$ cat src/rtl/remote_fault_pkg.sv
package remote_fault_pkg;

    // Default cycle shape: run of ones, then one zero
    localparam int unsigned DEF_ONES_LEN   = 84;
    // Minimum number of back-to-back cycles, sent and required on receive
    localparam int unsigned DEF_MIN_CYCLES = 3;

    typedef enum logic {
        GEN_IDLE = 1'b0,
        GEN_SEND = 1'b1
    } gen_mode_e;

endpackage

$ cat src/rtl/rf_fault_gen.sv
module rf_fault_gen
    import remote_fault_pkg::*;
#(
    parameter int unsigned ONES_LEN   = DEF_ONES_LEN,
    parameter int unsigned MIN_CYCLES = DEF_MIN_CYCLES
) (
    input  logic clk,
    input  logic rst_n,
    input  logic bit_en,
    input  logic sig_det,
    output logic gen_active,
    output logic gen_bit
);

    localparam int unsigned POS_W = $clog2(ONES_LEN + 1);
    localparam int unsigned CYC_W = $clog2(MIN_CYCLES + 1);
    localparam logic [POS_W-1:0] LAST_POS  = POS_W'(ONES_LEN);
    localparam logic [CYC_W-1:0] CYC_MAX   = CYC_W'(MIN_CYCLES);
    localparam logic [CYC_W-1:0] CYC_ENOUGH = CYC_W'(MIN_CYCLES - 1);

    typedef struct packed {
        gen_mode_e        mode;
        logic [POS_W-1:0] pos;
        logic [CYC_W-1:0] cycles;
    } gen_state_t;

    gen_state_t st_q, st_d;

    always_comb begin
        st_d = st_q;
        if (bit_en) begin
            unique case (st_q.mode)
                GEN_IDLE: begin
                    if (!sig_det) begin
                        st_d.mode   = GEN_SEND;
                        st_d.pos    = '0;
                        st_d.cycles = '0;
                    end
                end
                GEN_SEND: begin
                    if (st_q.pos == LAST_POS) begin
                        st_d.pos = '0;
                        if (st_q.cycles < CYC_MAX) begin
                            st_d.cycles = st_q.cycles + 1'b1;
                        end
                        if (sig_det && (st_q.cycles >= CYC_ENOUGH)) begin
                            st_d.mode = GEN_IDLE;
                        end
                    end else begin
                        st_d.pos = st_q.pos + 1'b1;
                    end
                end
                default: st_d.mode = GEN_IDLE;
            endcase
        end
    end

    always_ff @(posedge clk or negedge rst_n) begin
        if (!rst_n) begin
            st_q <= '{mode: GEN_IDLE, pos: '0, cycles: '0};
        end else begin
            st_q <= st_d;
        end
    end

    assign gen_active = (st_q.mode == GEN_SEND);
    assign gen_bit    = !(gen_active && (st_q.pos == LAST_POS));

endmodule

$ cat src/rtl/rf_fault_det.sv
module rf_fault_det
    import remote_fault_pkg::*;
#(
    parameter int unsigned ONES_LEN   = DEF_ONES_LEN,
    parameter int unsigned MIN_CYCLES = DEF_MIN_CYCLES,
    parameter int unsigned HOLD_BITS  = DEF_ONES_LEN + 2
) (
    input  logic clk,
    input  logic rst_n,
    input  logic bit_en,
    input  logic rx_bit,
    output logic fault_flag
);

    localparam int unsigned RUN_W   = $clog2(ONES_LEN + 2);
    localparam int unsigned GOOD_W  = $clog2(MIN_CYCLES + 1);
    localparam int unsigned QUIET_W = $clog2(HOLD_BITS + 1);
    localparam logic [RUN_W-1:0]   RUN_EXACT = RUN_W'(ONES_LEN);
    localparam logic [RUN_W-1:0]   RUN_OVER  = RUN_W'(ONES_LEN + 1);
    localparam logic [GOOD_W-1:0]  GOOD_MAX  = GOOD_W'(MIN_CYCLES);
    localparam logic [GOOD_W-1:0]  GOOD_ARM  = GOOD_W'(MIN_CYCLES - 1);
    localparam logic [QUIET_W-1:0] QUIET_END = QUIET_W'(HOLD_BITS - 1);

    typedef struct packed {
        logic [RUN_W-1:0]   run;
        logic [GOOD_W-1:0]  good;
        logic [QUIET_W-1:0] quiet;
        logic               fault;
    } det_state_t;

    det_state_t st_q, st_d;
    logic       cycle_done;

    always_comb begin
        st_d       = st_q;
        cycle_done = bit_en && !rx_bit && (st_q.run == RUN_EXACT);
        if (bit_en) begin
            if (rx_bit) begin
                if (st_q.run != RUN_OVER) begin
                    st_d.run = st_q.run + 1'b1;
                end
            end else begin
                st_d.run = '0;
                if (cycle_done) begin
                    if (st_q.good < GOOD_MAX) begin
                        st_d.good = st_q.good + 1'b1;
                    end
                end else begin
                    st_d.good = '0;
                end
            end

            if (cycle_done) begin
                st_d.quiet = '0;
                if (st_q.good >= GOOD_ARM) begin
                    st_d.fault = 1'b1;
                end
            end else if (st_q.fault) begin
                if (st_q.quiet == QUIET_END) begin
                    st_d.fault = 1'b0;
                    st_d.quiet = '0;
                    st_d.good  = '0;
                end else begin
                    st_d.quiet = st_q.quiet + 1'b1;
                end
            end
        end
    end

    always_ff @(posedge clk or negedge rst_n) begin
        if (!rst_n) begin
            st_q <= '0;
        end else begin
            st_q <= st_d;
        end
    end

    assign fault_flag = st_q.fault;

endmodule

$ cat src/rtl/rf_tx_select.sv
module rf_tx_select (
    input  logic tx_in,
    input  logic gen_active,
    input  logic gen_bit,
    input  logic link_up,
    output logic tx_out
);

    always_comb begin
        if (gen_active) begin
            tx_out = gen_bit;
        end else if (!link_up) begin
            tx_out = 1'b1;
        end else begin
            tx_out = tx_in;
        end
    end

endmodule

$ cat src/rtl/remote_fault_link.sv
module remote_fault_link
    import remote_fault_pkg::*;
#(
    parameter int unsigned ONES_LEN   = DEF_ONES_LEN,
    parameter int unsigned MIN_CYCLES = DEF_MIN_CYCLES,
    parameter int unsigned HOLD_BITS  = DEF_ONES_LEN + 2
) (
    input  logic clk,
    input  logic rst_n,
    input  logic bit_en,
    input  logic sig_det,
    input  logic link_ok,
    input  logic tx_in,
    input  logic rx_bit,
    output logic tx_out,
    output logic fault_flag,
    output logic link_up
);

    logic gen_active;
    logic gen_bit;

    rf_fault_gen #(
        .ONES_LEN  (ONES_LEN),
        .MIN_CYCLES(MIN_CYCLES)
    ) i_gen (
        .clk       (clk),
        .rst_n     (rst_n),
        .bit_en    (bit_en),
        .sig_det   (sig_det),
        .gen_active(gen_active),
        .gen_bit   (gen_bit)
    );

    rf_fault_det #(
        .ONES_LEN  (ONES_LEN),
        .MIN_CYCLES(MIN_CYCLES),
        .HOLD_BITS (HOLD_BITS)
    ) i_det (
        .clk       (clk),
        .rst_n     (rst_n),
        .bit_en    (bit_en),
        .rx_bit    (rx_bit),
        .fault_flag(fault_flag)
    );

    assign link_up = link_ok && !fault_flag;

    rf_tx_select i_sel (
        .tx_in     (tx_in),
        .gen_active(gen_active),
        .gen_bit   (gen_bit),
        .link_up   (link_up),
        .tx_out    (tx_out)
    );

endmodule

$ cat config.mk
export PLATFORM = sky130hd
export DESIGN_NAME = remote_fault_link
export DESIGN_NICKNAME = d
export VERILOG_FILES = /design/src/rtl/remote_fault_pkg.sv /design/src/rtl/rf_fault_gen.sv /design/src/rtl/rf_fault_det.sv /design/src/rtl/rf_tx_select.sv /design/src/rtl/remote_fault_link.sv
export SDC_FILE = /design/constraint.sdc
export NUM_CORES = 1
export LEC_CHECK = 0
export CORE_MARGIN = 8
export CORE_UTILIZATION = 30
export DETAILED_ROUTE_END_ITERATION = 10
export DONT_BUFFER_PORTS = 1
export PLACE_DENSITY = 0.5
export SLEW_MARGIN = 30
export SYNTH_ARGS = -nofsm -noshare
export SYNTH_HDL_FRONTEND = slang
export SYNTH_SLANG_ARGS = --single-unit
$ cat constraint.sdc
create_clock -name clk -period 2.75 [get_ports clk]
set_clock_uncertainty 0.05 [all_clocks]
set_input_delay 0.6875 -clock clk [delete_from_list [all_inputs] [get_ports clk]]
set_output_delay 0.6875 -clock clk [all_outputs]
set_load 0.02 [all_outputs]
## After elaboration in Yosys (flattened, before gate mapping)

Cells that the tools add are included.

- Word-level logic and storage cells: 61
- Flip-flop bits (word level): 27

- Order comparisons: 4
- Reduce and logical (&&, ||, !) cells: 14
- Add/subtract/negate cells: 5
- Multiplexer cells: 21
- Bitwise operators: 1
- Equality and inequality tests: 9

Operators with widths:

| kind | count |
|---|---|
| 7-bit two-way mux | 4 |
| 7-bit by 1-bit adder with 7-bit output, second input constant | 3 |
| 7-bit equality test, second input constant | 3 |
| 10-bit two-way mux | 2 |
| 10-bit one-hot mux with 2 select lines | 1 |
| 2-bit two-way mux | 7 |
| 8-bit two-way mux | 1 |
| 2-bit inequality test, second input constant | 4 |
| 2-bit AND reduction | 4 |
| 7-bit inequality test, second input constant | 1 |
| 1-bit two-way mux | 6 |
| 1-bit logical AND | 5 |
| 2-bit by 1-bit adder with 2-bit output, second input constant | 2 |
| 2-bit >= comparator, second input constant | 2 |
| 2-bit less-than comparator, second input constant | 2 |
| 4-bit AND reduction | 1 |
| 1-bit zero test | 3 |
| 2-bit by 1-bit inequality test with 1-bit output, second input constant | 1 |
| 2-bit nonzero test | 1 |
| 1-bit NOT | 1 |

## Longest topological paths before layout

- Word-level depth: 8
- Depth in mapped cells: 6

## Modules after synthesis

A second synthesis with hierarchy kept.

- Cell total of the unflattened synthesis: 183
- Area, all modules: 1659.1 µm²

Modules (own cells, without submodules):

| module | instances | area an instance (µm²) | seq. area each (µm²) | cells an instance |
|---|---|---|---|---|
| rf_fault_det | 1 | 996.0 | 425.4 | 110 |
| rf_fault_gen | 1 | 624.3 | 250.2 | 69 |
| rf_tx_select | 1 | 25.0 | 0.0 | 3 |
| remote_fault_link | 1 | 13.8 | 0.0 | 1 |

## Least setup slack after synthesis

OpenSTA, ideal clock, no wires.

- Path type: input-to-output
- Start point: input link_ok
- End point: output tx_out
- Data required time: 2.013 ns
- Slack: 0.708 ns
- Data arrival time: 1.304 ns
- Stages: 2
- Cell sequence: nor2b_1 -> a22oi_1

- Word-level cells in the longest chain between the ends: 3

Ends and longest elaborated chain:

| item | line | source |
|---|---|---|
| start: declaration | remote_fault_link.sv:12 | `input logic link_ok,` |
| 1-bit logical AND | remote_fault_link.sv:47 | `assign link_up = link_ok && !fault_flag;` |
| 1-bit two-way mux | rf_tx_select.sv:12 | `end else if (!link_up) begin` |
| 1-bit two-way mux | rf_tx_select.sv:10 | `if (gen_active) begin` |
| end: declaration | remote_fault_link.sv:15 | `output logic tx_out,` |

Every way passes these cells.

## Worst setup path in the final report

- Start point: register i_det.st_q, in the netlist i_det.fault_flag
- End point: output tx_out

- Word-level cells in the longest chain between the ends: 4

Ends and longest elaborated chain:

| item | line | source |
|---|---|---|
| start: declaration | rf_fault_det.sv:31 | `det_state_t st_q, st_d;` |
| start signal: assignment | rf_fault_det.sv:74 | `st_q <= st_d;` |
| 1-bit zero test | remote_fault_link.sv:47 |  |
| 1-bit logical AND | remote_fault_link.sv:47 |  |
| named net link_up | remote_fault_link.sv:17 | `output logic link_up` |
| 1-bit two-way mux | rf_tx_select.sv:12 |  |
| 1-bit two-way mux | rf_tx_select.sv:10 |  |

The timed path passes the listed nets, and every way through them passes these cells.

==> impl_results.md <==
- Die area: 7790 µm²
- First-pass GRT wire length: 6113 µm
- Row Count: 26
- Peak supply drop: 0.0004061 V
- CTS tree: built
- Number of flops mapped to enable cells by yosys: 0
- Minimum clock period: 2332 ps
- ANT nets after route: 0
- Detailed-placement wirelength estimate: about 2400 µm
- Arrival time worst endpoint: 1590 ps
- Clock network fraction of total power: between 20% and 30%
- Worst-margin pin slew: 511.0 ps
- WS Path Type: reg2out
- TNS Setup: 0 ps
- Die X: 88.26 µm
- WHS: just under 40 ps
- I/O Pins: 10
- Flop and latch count out of synthesis: 27
- Most common flop cell mapped by yosys: dfrtp_1
- CTS Sinks: 27
- CTS clk-pin slew, worst paths: 100 ps
- CTS HTree Levels: 1
- Syn Area/Cell: between 9 and 10 µm²
- Vias per cell: 5.241
- Initial antenna violation count: 0
- Post_cts resized: 0
- CTS Hold Buffers Added: 0
- Setup slack, reg-to-reg: 940 ps
- Synth warn: 0
- DRT Pass-1 Iters: 4
- Largest net degree at the start of global routing: 28
- Initial core utilization: 30.87%
- Crit. End Element: output pin
- Max-cap violations: 0
- Yosys cell types: 42
- RR Startpoint: i_det.st_q[10]$_DFFE_PN0P_
- Worst Setup SP: i_det.fault_flag$_DFFE_PN0P_
- Pre-CTS setup slack: 653.6 ps
- Period utilisation layout: between 80% and 90%
- Combinational share of power: 18.5%
- Status: finished, final reports clean
- Clk_lat worst skew: 280 ps
- Core area: 5075 µm²
- CP cell instances: nor2b_1 -> a22oi_1
- Fmax: 428.8 MHz
- Port-buffer cells: 0
- Power Density: 554.4 nW/µm²
- Number of nets in the layout: 187
- CTS root buf: clkbuf_8
- Postcts setup bufs: 0
- Total routed wirelength: 3338 µm
- Power Internal: around 0.65 mW
- Final worst slack: 417.6 ps
- Initial DRC count: 97
- Largest delay share family, worst path: flip-flops
- Crit path required time: 2010 ps
- Power, Total: 0.9310 mW
- All-Layer GR Usage: 9.952%
- Ant diodes: 0
- P_leak: between 0.6 and 0.7 nW
- Post-synthesis net count: 187
- Fillers: 544
- Vias: 1263
- DRC: 0
- RSZ-0062 raised after global routing: no
- Cells after DPL: ~240
- Critical-path top delay cell: dfrtp_1
- Share of cells above drive strength 1: 6.433%
- Switching Fraction: a little under a third
- NetSw: 0.2828 mW
- Final Hold Fails: 0
- Fin. max-slew vios: 0
- Num CTS Buffers: 3
- Sequential share of power: 56.5%
- Critical path fanouts, max: 11
- Cell Area, Synth: about 1600 µm²
- Worst min path class: in2async
- Max incr delay on CP: 630 ps
- Gpl congestion: 0.8093
- Fin area: 1679 µm²
- Final Non-Filler Cells: 241
- Buf/Inv on CP: 0
- Post-Synthesis Cells: 172
- Post-route core utilization: 33.09%
- Sequential share of the synthesized area: 43.13%
- Crit path launch type: flip-flop
- Clock buffer depth: 2
- Placed Instance Area: 1634 µm²
- Post-synth ARST share: 100.0%
- Relative max-transition margin: around two thirds
- Grt total ovfl: 0
- Die height: 88.26 µm
- P&R area growth vs syn: 7.189%
- Final setup fails: 0
- Vias in the first global route: 1313
- Routed len/inst: 13.85 µm
[metal layers]
layer	vias to the layer above	share of wire [%]	wire length [µm]	track usage, %
met5	-	0	0	0
li1	623	-	-	-
met3	4	3.8	128	2.971
met1	618	47	1561	11.64
met2	18	48	1606	16.50
met4	0	1.3	42	4.147
[power groups by stage]
stage               Combinational (mW)  Sequential [mW]  Clock, mW
floorplan                        0.151            0.513          0
global route                     0.203            0.536      0.265
detailed placement               0.172            0.533          0
finish                           0.172            0.526      0.232
CTS                              0.174            0.524      0.244
global placement                 0.169            0.528          0
[cell type report]
class	count	area, µm²	share of cell area, %
inverter	10	37.54	2.235
sequential	27	675.6	40.24
multi-input combinational	130	833.3	49.63
tap	70	87.58	5.216
clock buffer	4	45.04	2.683
[worst paths after layout]
kind                                               to  cells past startpoint
max in group asynchronous   i_gen.st_q[4]$_DFFE_PN0P_                      0
hold reg to reg             i_det.st_q[8]$_DFFE_PN0P_                      2
hold / removal             i_det.st_q[14]$_DFFE_PN0P_                      0
min in group clk           i_det.st_q[12]$_DFFE_PN0P_                      1
setup reg to reg            i_det.st_q[7]$_DFFE_PN0P_                      6
setup / recovery                               tx_out                      2
[cells in the final DEF (no fill, tap or decap), types with 3 or more instances in the layout]
master | Yosys | layout
o2bb2ai_1 | 5 | 5
inv_1 | 9 | 9
dfrtp_1 | 27 | 27
or3_1 | 3 | 3
nand4_1 | 6 | 6
o21ai_0 | 12 | 12
a21oi_1 | 12 | 12
ha_1 | 8 | 8
clkbuf_8 | 0 | 3
nor2_1 | 13 | 13
xor2_1 | 3 | 3
nand3_1 | 12 | 12
nand2_1 | 15 | 15
nand2b_1 | 3 | 3
[synth_stat cells (2+ instances only)]
master	number	area, µm²
a21boi_0	2	15.01
a21oi_1	12	60.06
a22o_1	2	17.52
a31oi_1	2	12.51
and2_1	2	12.51
and3_1	2	12.51
and3_2	2	15.01
clkbuf_1	3	11.26
dfrtp_1	27	675.7
ha_1	8	100.1
inv_1	9	33.78
mux2_2	2	22.52
mux2i_1	2	20.02
nand2_1	15	56.30
nand2b_1	3	18.77
nand3_1	12	60.06
nand4_1	6	37.54
nor2_1	13	48.80
nor2b_1	2	12.51
nor3_1	2	10.01
o211ai_1	2	15.01
o21ai_0	12	60.06
o221ai_1	2	17.52
o2bb2ai_1	5	43.79
or3_1	3	18.77
or4_1	2	15.01
xor2_1	3	26.28
[flip-flops by register name, summed over array words and instances, names as in the netlist]
name / cells
i_gen.st_q: 9
i_gen.gen_active: 1
i_det.st_q: 16
i_det.fault_flag: 1
[worst register-to-register path, stage by stage (launching register included)]
cell and delay (ps):
dfrtp_1 430, inv_1 110, ha_1 150, nor2b_1 210
a31oi_1 230, or3_1 400, a21oi_1 150
[kinds of logic (layout without fill, tap and decap cells)]
logic type      after synthesis  after routing  share of synthesized area (%)
simple gates                 70             70                          23.88
compound gates               45             45                          18.53
flops                        27             27                          43.13
buf+inv                      15             14                          3.673
fa+ha+maj                     8              8                          6.390
mux                           4              4                          2.716
xor+xnor                      3              3                          1.678
(Power assumes the default switching activity.)
